<file path="config.mk">
export PLATFORM = sky130hd
export DESIGN_NAME = twb_regfront
export DESIGN_NICKNAME = d
export VERILOG_FILES = /design/src/rtl/twb_pkg.sv /design/src/rtl/twb_cmd_dec.sv /design/src/rtl/twb_xfer_ctrl.sv /design/src/rtl/twb_stat_irq.sv /design/src/rtl/twb_regfront.sv
export SDC_FILE = /design/constraint.sdc
export NUM_CORES = 1
export LEC_CHECK = 0
export BUFFER_PORTS_ARGS = -buffer_cell sky130_fd_sc_hd__buf_2
export CORE_MARGIN = 3
export CORE_UTILIZATION = 34
export CTS_CLUSTER_SIZE = 16
export DETAILED_ROUTE_END_ITERATION = 8
export GPL_TIMING_DRIVEN = 0
export PLACE_DENSITY = 0.61
export SKIP_LAST_GASP = 1
export SLEW_MARGIN = 25
export SYNTH_ARGS = -nofsm -noshare
export SYNTH_HDL_FRONTEND = slang
export SYNTH_SLANG_ARGS = --single-unit
export TNS_END_PERCENT = 10
</file>
<file path="constraint.sdc">
create_clock -name clk -period 2.8 [get_ports clk]
set_input_delay 0.56 -clock clk [delete_from_list [all_inputs] [get_ports clk]]
set_output_delay 0.56 -clock clk [all_outputs]
set_load 0.05 [all_outputs]
</file>
<file path="src/rtl/twb_pkg.sv">
package twb_pkg;
  localparam logic [7:0] OP_WR8  = 8'h4E;
  localparam logic [7:0] OP_WR16 = 8'h59;
  localparam logic [7:0] OP_WR32 = 8'h63;
  localparam logic [7:0] OP_RD8  = 8'h8B;
  localparam logic [7:0] OP_RD16 = 8'h9C;
  localparam logic [7:0] OP_RD32 = 8'hA6;
  localparam logic [7:0] OP_SRTA = 8'hE8;

  // word index (byte offset / 4)
  localparam logic [5:0] W_CTRL  = 6'h00;
  localparam logic [5:0] W_CLK   = 6'h01;
  localparam logic [5:0] W_IEN   = 6'h02;
  localparam logic [5:0] W_STAT  = 6'h03;
  localparam logic [5:0] W_RADDR = 6'h04;
  localparam logic [5:0] W_DAT0  = 6'h07;
  localparam logic [5:0] W_DAT1  = 6'h08;
  localparam logic [5:0] W_CMD   = 6'h0B;
  localparam logic [5:0] W_SADDR = 6'h0C;

  localparam int unsigned ERR_ID_W = 9;
  localparam int unsigned NFLAG    = 3;

  typedef enum logic [1:0] {
    LEN_1B = 2'd0,
    LEN_2B = 2'd1,
    LEN_4B = 2'd2
  } len_e;

  typedef struct packed {
    logic ok;
    logic rd;
    logic srta;
    len_e len;
  } cmd_t;
endpackage

</file>
<file path="src/rtl/twb_cmd_dec.sv">
module twb_cmd_dec
  import twb_pkg::*;
(
  input  logic [7:0] code,
  output cmd_t       dec
);
  always_comb begin
    dec = '{ok: 1'b1, rd: 1'b0, srta: 1'b0, len: LEN_1B};
    unique case (code)
      OP_WR8:  dec.len = LEN_1B;
      OP_WR16: dec.len = LEN_2B;
      OP_WR32: dec.len = LEN_4B;
      OP_RD8:  begin dec.rd = 1'b1; dec.len = LEN_1B; end
      OP_RD16: begin dec.rd = 1'b1; dec.len = LEN_2B; end
      OP_RD32: begin dec.rd = 1'b1; dec.len = LEN_4B; end
      OP_SRTA: dec.srta = 1'b1;
      default: dec.ok = 1'b0;
    endcase
  end
endmodule

</file>
<file path="src/rtl/twb_xfer_ctrl.sv">
module twb_xfer_ctrl (
  input  logic clk,
  input  logic rst_n,
  input  logic start_wr,
  input  logic abort_wr,
  input  logic srst_wr,
  input  logic cmd_ok,
  input  logic eng_done,
  input  logic eng_err,
  output logic busy,
  output logic abort_q,
  output logic srst_q,
  output logic eng_req,
  output logic ev_ok,
  output logic ev_err,
  output logic ev_bad,
  output logic ev_lbsy
);
  logic busy_d, abort_d, srst_d;

  always_comb begin
    busy_d  = busy;
    abort_d = 1'b0;
    srst_d  = 1'b0;
    ev_ok   = 1'b0;
    ev_err  = 1'b0;
    ev_bad  = 1'b0;
    ev_lbsy = 1'b0;
    if (srst_q) begin
      busy_d = 1'b0;
    end else begin
      if (busy && eng_done) begin
        busy_d = 1'b0;
        ev_ok  = ~eng_err;
        ev_err = eng_err;
      end
      if (abort_wr) begin
        busy_d  = 1'b0;
        abort_d = 1'b1;
      end
      if (start_wr) begin
        if (busy)         ev_lbsy = 1'b1;
        else if (!cmd_ok) ev_bad  = 1'b1;
        else if (!abort_wr) busy_d = 1'b1;
      end
      if (srst_wr) srst_d = 1'b1;
    end
  end

  always_ff @(posedge clk or negedge rst_n) begin
    if (!rst_n) begin
      busy    <= 1'b0;
      abort_q <= 1'b0;
      srst_q  <= 1'b0;
    end else begin
      busy    <= busy_d;
      abort_q <= abort_d;
      srst_q  <= srst_d;
    end
  end

  assign eng_req = busy & ~srst_q;

  // a completion ends the active transfer
  p_done_ends_r2: assert property (@(posedge clk) disable iff (!rst_n)
    busy && eng_done && !start_wr |=> !busy);
  // an illegal command never becomes active
  p_bad_idle_r7: assert property (@(posedge clk) disable iff (!rst_n)
    start_wr && !cmd_ok && !busy |=> !busy);
  // abort ends the transfer
  p_abort_ends_r10: assert property (@(posedge clk) disable iff (!rst_n)
    abort_wr |=> !busy && abort_q);
  // soft reset leaves the handshake idle
  p_srst_idle_r11: assert property (@(posedge clk) disable iff (!rst_n)
    srst_q |=> !busy);
endmodule

</file>
<file path="src/rtl/twb_stat_irq.sv">
module twb_stat_irq
  import twb_pkg::*;
(
  input  logic                clk,
  input  logic                rst_n,
  input  logic                srst_q,
  input  logic                clr_wr,
  input  logic [NFLAG-1:0]    clr_mask,
  input  logic                ev_ok,
  input  logic                ev_err,
  input  logic                ev_bad,
  input  logic                ev_lbsy,
  input  logic [ERR_ID_W-1:0] eng_err_id,
  input  logic [NFLAG-1:0]    ien,
  input  logic                gie,
  output logic [NFLAG-1:0]    flags,
  output logic [ERR_ID_W-1:0] err_id,
  output logic                irq
);
  logic [NFLAG-1:0]    flags_d;
  logic [ERR_ID_W-1:0] err_id_d;

  always_comb begin
    flags_d  = flags;
    err_id_d = err_id;
    if (srst_q) begin
      flags_d  = '0;
      err_id_d = '0;
    end else begin
      if (clr_wr) flags_d = flags & ~clr_mask;
      if (ev_ok)           flags_d[0] = 1'b1;
      if (ev_err || ev_bad) flags_d[1] = 1'b1;
      if (ev_lbsy)         flags_d[2] = 1'b1;
      if (ev_ok || ev_bad) err_id_d = '0;
      else if (ev_err)     err_id_d = eng_err_id;
    end
  end

  always_ff @(posedge clk or negedge rst_n) begin
    if (!rst_n) begin
      flags  <= '0;
      err_id <= '0;
    end else begin
      flags  <= flags_d;
      err_id <= err_id_d;
    end
  end

  assign irq = gie & |(ien & flags);

  // completion flags follow engine outcome
  p_ok_sets_r4: assert property (@(posedge clk) disable iff (!rst_n)
    ev_ok |=> flags[0] && (err_id == '0));
  p_err_sets_r4: assert property (@(posedge clk) disable iff (!rst_n)
    ev_err |=> flags[1] && (err_id == $past(eng_err_id)));
  // start while busy flags load busy
  p_lbsy_r3: assert property (@(posedge clk) disable iff (!rst_n)
    ev_lbsy |=> flags[2]);
  // write-one clears when no set competes
  p_w1c_r5: assert property (@(posedge clk) disable iff (!rst_n)
    clr_wr && clr_mask[0] && !ev_ok |=> !flags[0]);
endmodule

</file>
<file path="src/rtl/twb_regfront.sv">
module twb_regfront
  import twb_pkg::*;
#(
  parameter int unsigned ADDR_W = 8,
  parameter int unsigned RA_W   = 8
) (
  input  logic                clk,
  input  logic                rst_n,
  input  logic                psel,
  input  logic                penable,
  input  logic                pwrite,
  input  logic [ADDR_W-1:0]   paddr,
  input  logic [31:0]         pwdata,
  output logic [31:0]         prdata,
  output logic [7:0]          clk_div,
  output logic                cd_delay,
  output logic                bus_mode,
  output logic                irq,
  output logic                eng_req,
  output logic                eng_abort,
  output logic                eng_read,
  output logic                eng_srta,
  output logic [1:0]          eng_len,
  output logic [RA_W-1:0]     eng_reg_addr,
  output logic [31:0]         eng_wdata,
  output logic [7:0]          eng_rt_addr,
  output logic [15:0]         eng_hw_addr,
  input  logic                eng_done,
  input  logic                eng_err,
  input  logic [ERR_ID_W-1:0] eng_err_id,
  input  logic [31:0]         eng_rdata
);
  localparam int unsigned CLK_W  = 9;
  localparam int unsigned SADR_W = 24;

  logic [5:0] widx;
  logic       wr_en;
  logic       wr_ctrl, wr_clk, wr_ien, wr_stat, wr_raddr, wr_dat0, wr_dat1, wr_cmd, wr_sadr;

  logic [CLK_W-1:0]  clk_q, clk_d;
  logic [NFLAG-1:0]  ien_q, ien_d;
  logic [RA_W-1:0]   raddr_q, raddr_d;
  logic [31:0]       dat0_q, dat0_d, dat1_q, dat1_d, rd_mask;
  logic [7:0]        cmd_q, cmd_d;
  logic [SADR_W-1:0] sadr_q, sadr_d;
  logic              gie_q, gie_d, mode_q, mode_d;

  cmd_t              dec;
  logic              busy, abort_q, srst_q;
  logic              ev_ok, ev_err, ev_bad, ev_lbsy;
  logic [NFLAG-1:0]  flags;
  logic [ERR_ID_W-1:0] err_id;

  assign widx     = paddr[7:2];
  assign wr_en    = psel & penable & pwrite;
  assign wr_ctrl  = wr_en && (widx == W_CTRL);
  assign wr_clk   = wr_en && (widx == W_CLK);
  assign wr_ien   = wr_en && (widx == W_IEN);
  assign wr_stat  = wr_en && (widx == W_STAT);
  assign wr_raddr = wr_en && (widx == W_RADDR);
  assign wr_dat0  = wr_en && (widx == W_DAT0);
  assign wr_dat1  = wr_en && (widx == W_DAT1);
  assign wr_cmd   = wr_en && (widx == W_CMD);
  assign wr_sadr  = wr_en && (widx == W_SADDR);

  twb_cmd_dec u_dec (
    .code (cmd_q),
    .dec  (dec)
  );

  twb_xfer_ctrl u_xfer (
    .clk      (clk),
    .rst_n    (rst_n),
    .start_wr (wr_ctrl & pwdata[7]),
    .abort_wr (wr_ctrl & pwdata[6]),
    .srst_wr  (wr_ctrl & pwdata[0]),
    .cmd_ok   (dec.ok),
    .eng_done (eng_done),
    .eng_err  (eng_err),
    .busy     (busy),
    .abort_q  (abort_q),
    .srst_q   (srst_q),
    .eng_req  (eng_req),
    .ev_ok    (ev_ok),
    .ev_err   (ev_err),
    .ev_bad   (ev_bad),
    .ev_lbsy  (ev_lbsy)
  );

  twb_stat_irq u_stat (
    .clk        (clk),
    .rst_n      (rst_n),
    .srst_q     (srst_q),
    .clr_wr     (wr_stat),
    .clr_mask   (pwdata[NFLAG-1:0]),
    .ev_ok      (ev_ok),
    .ev_err     (ev_err),
    .ev_bad     (ev_bad),
    .ev_lbsy    (ev_lbsy),
    .eng_err_id (eng_err_id),
    .ien        (ien_q),
    .gie        (gie_q),
    .flags      (flags),
    .err_id     (err_id),
    .irq        (irq)
  );

  always_comb begin
    unique case (dec.len)
      LEN_1B:  rd_mask = 32'h0000_00FF;
      LEN_2B:  rd_mask = 32'h0000_FFFF;
      default: rd_mask = 32'hFFFF_FFFF;
    endcase
  end

  // next-state for the register file
  always_comb begin
    clk_d   = wr_clk   ? pwdata[CLK_W-1:0]  : clk_q;
    ien_d   = wr_ien   ? pwdata[NFLAG-1:0]  : ien_q;
    raddr_d = wr_raddr ? pwdata[RA_W-1:0]   : raddr_q;
    dat0_d  = wr_dat0  ? pwdata             : dat0_q;
    dat1_d  = wr_dat1  ? pwdata             : dat1_q;
    cmd_d   = wr_cmd   ? pwdata[7:0]        : cmd_q;
    sadr_d  = wr_sadr  ? pwdata[SADR_W-1:0] : sadr_q;
    gie_d   = wr_ctrl  ? pwdata[1]          : gie_q;
    mode_d  = wr_ctrl  ? pwdata[8]          : mode_q;
    if (ev_ok && dec.rd) dat0_d = eng_rdata & rd_mask;
    if (srst_q) begin
      ien_d   = '0;
      raddr_d = '0;
      dat0_d  = '0;
      dat1_d  = '0;
      cmd_d   = '0;
      sadr_d  = '0;
      gie_d   = 1'b0;
      mode_d  = 1'b0;
    end
  end

  always_ff @(posedge clk or negedge rst_n) begin
    if (!rst_n) begin
      clk_q   <= '0;
      ien_q   <= '0;
      raddr_q <= '0;
      dat0_q  <= '0;
      dat1_q  <= '0;
      cmd_q   <= '0;
      sadr_q  <= '0;
      gie_q   <= 1'b0;
      mode_q  <= 1'b0;
    end else begin
      clk_q   <= clk_d;
      ien_q   <= ien_d;
      raddr_q <= raddr_d;
      dat0_q  <= dat0_d;
      dat1_q  <= dat1_d;
      cmd_q   <= cmd_d;
      sadr_q  <= sadr_d;
      gie_q   <= gie_d;
      mode_q  <= mode_d;
    end
  end

  always_comb begin
    prdata = '0;
    if (psel) begin
      unique case (widx)
        W_CTRL:  prdata = {23'b0, mode_q, busy, abort_q, 4'b0, gie_q, srst_q};
        W_CLK:   prdata = {{(32-CLK_W){1'b0}}, clk_q};
        W_IEN:   prdata = {{(32-NFLAG){1'b0}}, ien_q};
        W_STAT:  prdata = {{(24-ERR_ID_W){1'b0}}, err_id, 5'b0, flags};
        W_RADDR: prdata = {{(32-RA_W){1'b0}}, raddr_q};
        W_DAT0:  prdata = dat0_q;
        W_DAT1:  prdata = dat1_q;
        W_CMD:   prdata = {24'b0, cmd_q};
        W_SADDR: prdata = {{(32-SADR_W){1'b0}}, sadr_q};
        default: prdata = '0;
      endcase
    end
  end

  assign clk_div      = clk_q[7:0];
  assign cd_delay     = clk_q[8];
  assign bus_mode     = mode_q;
  assign eng_abort    = abort_q;
  assign eng_read     = dec.rd;
  assign eng_srta     = dec.srta;
  assign eng_len      = dec.len;
  assign eng_reg_addr = raddr_q;
  assign eng_wdata    = dat0_q;
  assign eng_rt_addr  = sadr_q[23:16];
  assign eng_hw_addr  = sadr_q[15:0];

  logic unused_bits;
  assign unused_bits = ^{paddr[1:0], pwdata[31:CLK_W], pwdata[5:2], dec.ok};

  // clock control survives soft reset
  p_clk_kept_r11: assert property (@(posedge clk) disable iff (!rst_n)
    srst_q && !wr_clk |=> $stable(clk_q));
  // single-byte read returns zero upper bytes
  p_rd8_mask_r8: assert property (@(posedge clk) disable iff (!rst_n)
    ev_ok && dec.rd && (dec.len == LEN_1B) && !srst_q |=> dat0_q[31:8] == 24'h0);
endmodule

</file>
==> flow_summary.ini <==
[status]
status = complete, but fails checks
violations = negative setup slack

[place]
port-buffer-count = 195
placed_area_mm2 = 0.00822
place_hpwl_um = 19000
gp_congestion = 0.970
dp.cells = 1212

[worst_setup_path]
cp_max_fo = 6
path_cells = buf_12 > or4b_4 > nor3_4 > buf_6 > buf_8 > a22oi_2 > a31oi_1 > buf_4
worstPathRequired_ps = 2240
cp_slowest_stage_delay_ps = 580
crit_slowest_cell = or4b_4
path_class = input port to output pin
critPathTopFamily = simple AND/OR/NAND/NOR gates
cp_data_arrival_time_ps = 2310
startpoint_type = input port
path_buf_inv = 4
cp-end-kind = output pin

[cts]
htree_levels = 4
root_buffer = clkbuf_16
clk_latency_ps = 420
clk_path_buf_depth = 2
cts_tree = done
cts_hold_buf = 0
cts.clk_slew.worst_paths_ps = 50
cts_buffers = 17
numClockSinks = 133

[die]
die_h_um = 148
core-area_mm2 = 0.0197
die_w_um = 148
core.rowCount = 51
dieArea_mm2 = 0.0219
ioPinCount = 201
initial_core_util_pct = 34.9

[cells_and_area]
n_antenna_cell = 0
nFillCells = 2004
drive_gt1_share_pct = 30.0
area_delta_synth_final_pct = 33.4
fin_cells = 1248
stdcell_area_mm2 = 0.00915
nNetsFinal = 1062

[sta]
hold_violations = 0
setup_ws_ps = -66.7
min_period_over_period_pct = 102
slew_headroom_pct = 48.0
min_period_ps = 2870
tightest_slew_ps = 780
setup_viol = 14
rsz0062_at_grt = yes
drv_slew = 0
fin_skew_ps = 4.94
maxClockFrequency_ghz = 0.349
hold_slack_ps = 32.7

[detailed_routing]
viasPerCell = 5.67
route.detailed.drc = 0
detail_route.iter0.violations = 647
final_antenna_net_count = 0
wire_per_inst_um = 21.4
routed_wl_um = 26700
vias = 7082
firstDrtPassIters = 6

[logic_synthesis]
synthCells = 751
synth_edf_count = 0
synth-seq-cells = 133
yosysSeqAreaShare_pct = 48.5
yosysWarnings = 0
async_flop_share_pct = 100
synthFlopType = dfrtp_1
syn_area_mm2 = 0.00686
yosysUniqueCellTypes = 49
syn_avg_cell_area_um2 = 9.13
syn_nets = 839

[power]
comb_power_share_pct = 12.1
p_per_area_mw_per_mm2 = 509
power.switching_mw = 1.28
p_leak_nw = 4.43
seq_power_share_pct = 44.8
p_int_mw = 3.38
fin_total_pwr_mw = 4.66
clock_power_share_pct = 43.1
sw_frac_of_total_pct = 27.5
ir_drop_uv = 424

[grt]
grt_max_degree = 89
antenna_found_initial = 0
grt.overflow.total = 0
first_global_vias = 6754
grt_pass1_wl_um = 40000
grt_use_total_pct = 23.7

[job]
drv_cap = 0

[worst_hold_path]
hold_class = input port to async pin
[metrics by stage]
stage	utilization, %	TNS [ps]	setup WS (ps)
floorplan	-	-4220	-297
global placement	41.6	-125970	-799
detailed placement	41.8	-22280	-803
CTS	45.7	-401	-67.1
global route	46.5	-1510	-90.6
finish	46.5	-337	-66.7
[final timing paths]
check                           slack [ps]            end          from  cells past startpoint
worst min-delay path                    30  eng_wdata[10]         rst_n                      1
worst max-delay path                   -70      prdata[3]      paddr[6]                      8
worst max register to register         300   eng_wdata[1]   u_xfer.busy                      5
worst min register to register         520     dat1_q[11]    dat1_q[11]                      2
max in group asynchronous             1980     dat1_q[22]         rst_n                      2
min in group clk                       350   eng_wdata[2]  eng_rdata[2]                      2
[flip-flops by register name, indices dropped and copies added, names as in the netlist, 3 cells and up]
name / count
u_stat.flags: 3
clk_q: 9
dat1_q: 32
eng_wdata: 32
ien_q: 3
u_stat.err_id: 9
eng_reg_addr: 8
sadr_q: 24
cmd_q: 8
[placed cells by master, fill, tap and decap left out, types with 4 or more instances in the layout]
| cell | count |
|---|---|
| nand2_1 | 179 |
| nand3_1 | 16 |
| nor2_1 | 45 |
| buf_4 | 27 |
| mux2i_1 | 32 |
| o2bb2ai_1 | 18 |
| clkbuf_1 | 37 |
| a211oi_1 | 9 |
| nand4bb_1 | 4 |
| a21oi_1 | 89 |
| and3_1 | 12 |
| a311oi_1 | 16 |
| a22oi_1 | 34 |
| nor2b_1 | 7 |
| clkbuf_8 | 7 |
| clkbuf_4 | 9 |
| a222oi_1 | 20 |
| buf_8 | 4 |
| mux2_2 | 8 |
| clkbuf_16 | 17 |
| buf_2 | 174 |
| nand4_1 | 4 |
| buf_6 | 10 |
| dfrtp_1 | 133 |
| and2_1 | 6 |
[cells in the mapped netlist, types with 3 or more instances]
master | n | area, µm²
a31oi_1 | 5 | 31.3
and3_1 | 12 | 75.1
dfrtp_1 | 133 | 3330
buf_2 | 16 | 80.1
a311oi_1 | 16 | 140
nor2_1 | 49 | 184
buf_1 | 3 | 11.3
nand3_1 | 16 | 80.1
and2_1 | 6 | 37.5
a211oi_1 | 9 | 67.6
or4bb_1 | 3 | 33.8
mux2i_1 | 32 | 320
a21oi_1 | 89 | 445
mux2_2 | 8 | 90.1
nand4_1 | 4 | 25.0
a22oi_1 | 36 | 270
a222oi_1 | 20 | 200
clkbuf_1 | 44 | 165
a32oi_1 | 3 | 26.3
nand4bb_1 | 4 | 45.0
a41oi_1 | 3 | 26.3
nand2_1 | 180 | 676
o21ai_0 | 3 | 15.0
o2bb2ai_1 | 18 | 158
nor2b_1 | 7 | 43.8
[routing by layer]
layer	vias up	part of all wire, %	global-route usage (%)
met4	0	2.3	7.62
met2	353	46	36.6
met1	3507	43	33.0
li1	3183	-	-
met5	-	0	0
met3	39	8.6	5.61
[power by group through the flow]
stage          registers (mW)  clock network [mW]  logic (mW)
2_1_floorplan            2.27                   0       0.134
3_3_place_gp             2.11                   0       0.532
3_5_place_dp             2.12                   0       0.543
4_1_cts                  2.08                2.03       0.558
5_1_grt                  2.09                2.11       0.607
6_report                 2.09                2.01       0.565
[final cells by class]
cell class / count / area (µm²) / share of cell area, %
Multi-Input combinational cell: 552 / 3410 / 37.3
Sequential cell: 133 / 3330 / 36.4
Timing Repair Buffer: 205 / 1190 / 13.1
Clock buffer: 24 / 492 / 5.38
Buffer: 63 / 358 / 3.91
Tap cell: 265 / 332 / 3.62
Clock inverter: 4 / 25.0 / 0.274
Inverter: 2 / 7.51 / 0.0821
[logic make-up after synthesis]
kind of cell	after synthesis	share of synthesized area, %
AO/OA/AOI/OAI	210	21.1
flip-flops	133	48.5
multiplexers	41	6.15
AND/OR/NAND/NOR	301	20.3
buffers and inverters	66	3.92
[repair_timing]
action	CTS	global route
pin swaps	3	9
gates resized for setup	70	45
buffers inserted	1	7
cloned	0	1
endpoints found under the setup margin	33	34
[worst reg2reg max path, stage by stage, from the launching register on]
cell and delay (ps):
dfrtp_1 480, nor4bb_1 450, nand4_1 470, clkbuf_1 400, nand2_1 440, o2bb2ai_1 180
Power figures use the tool's default switching activity.
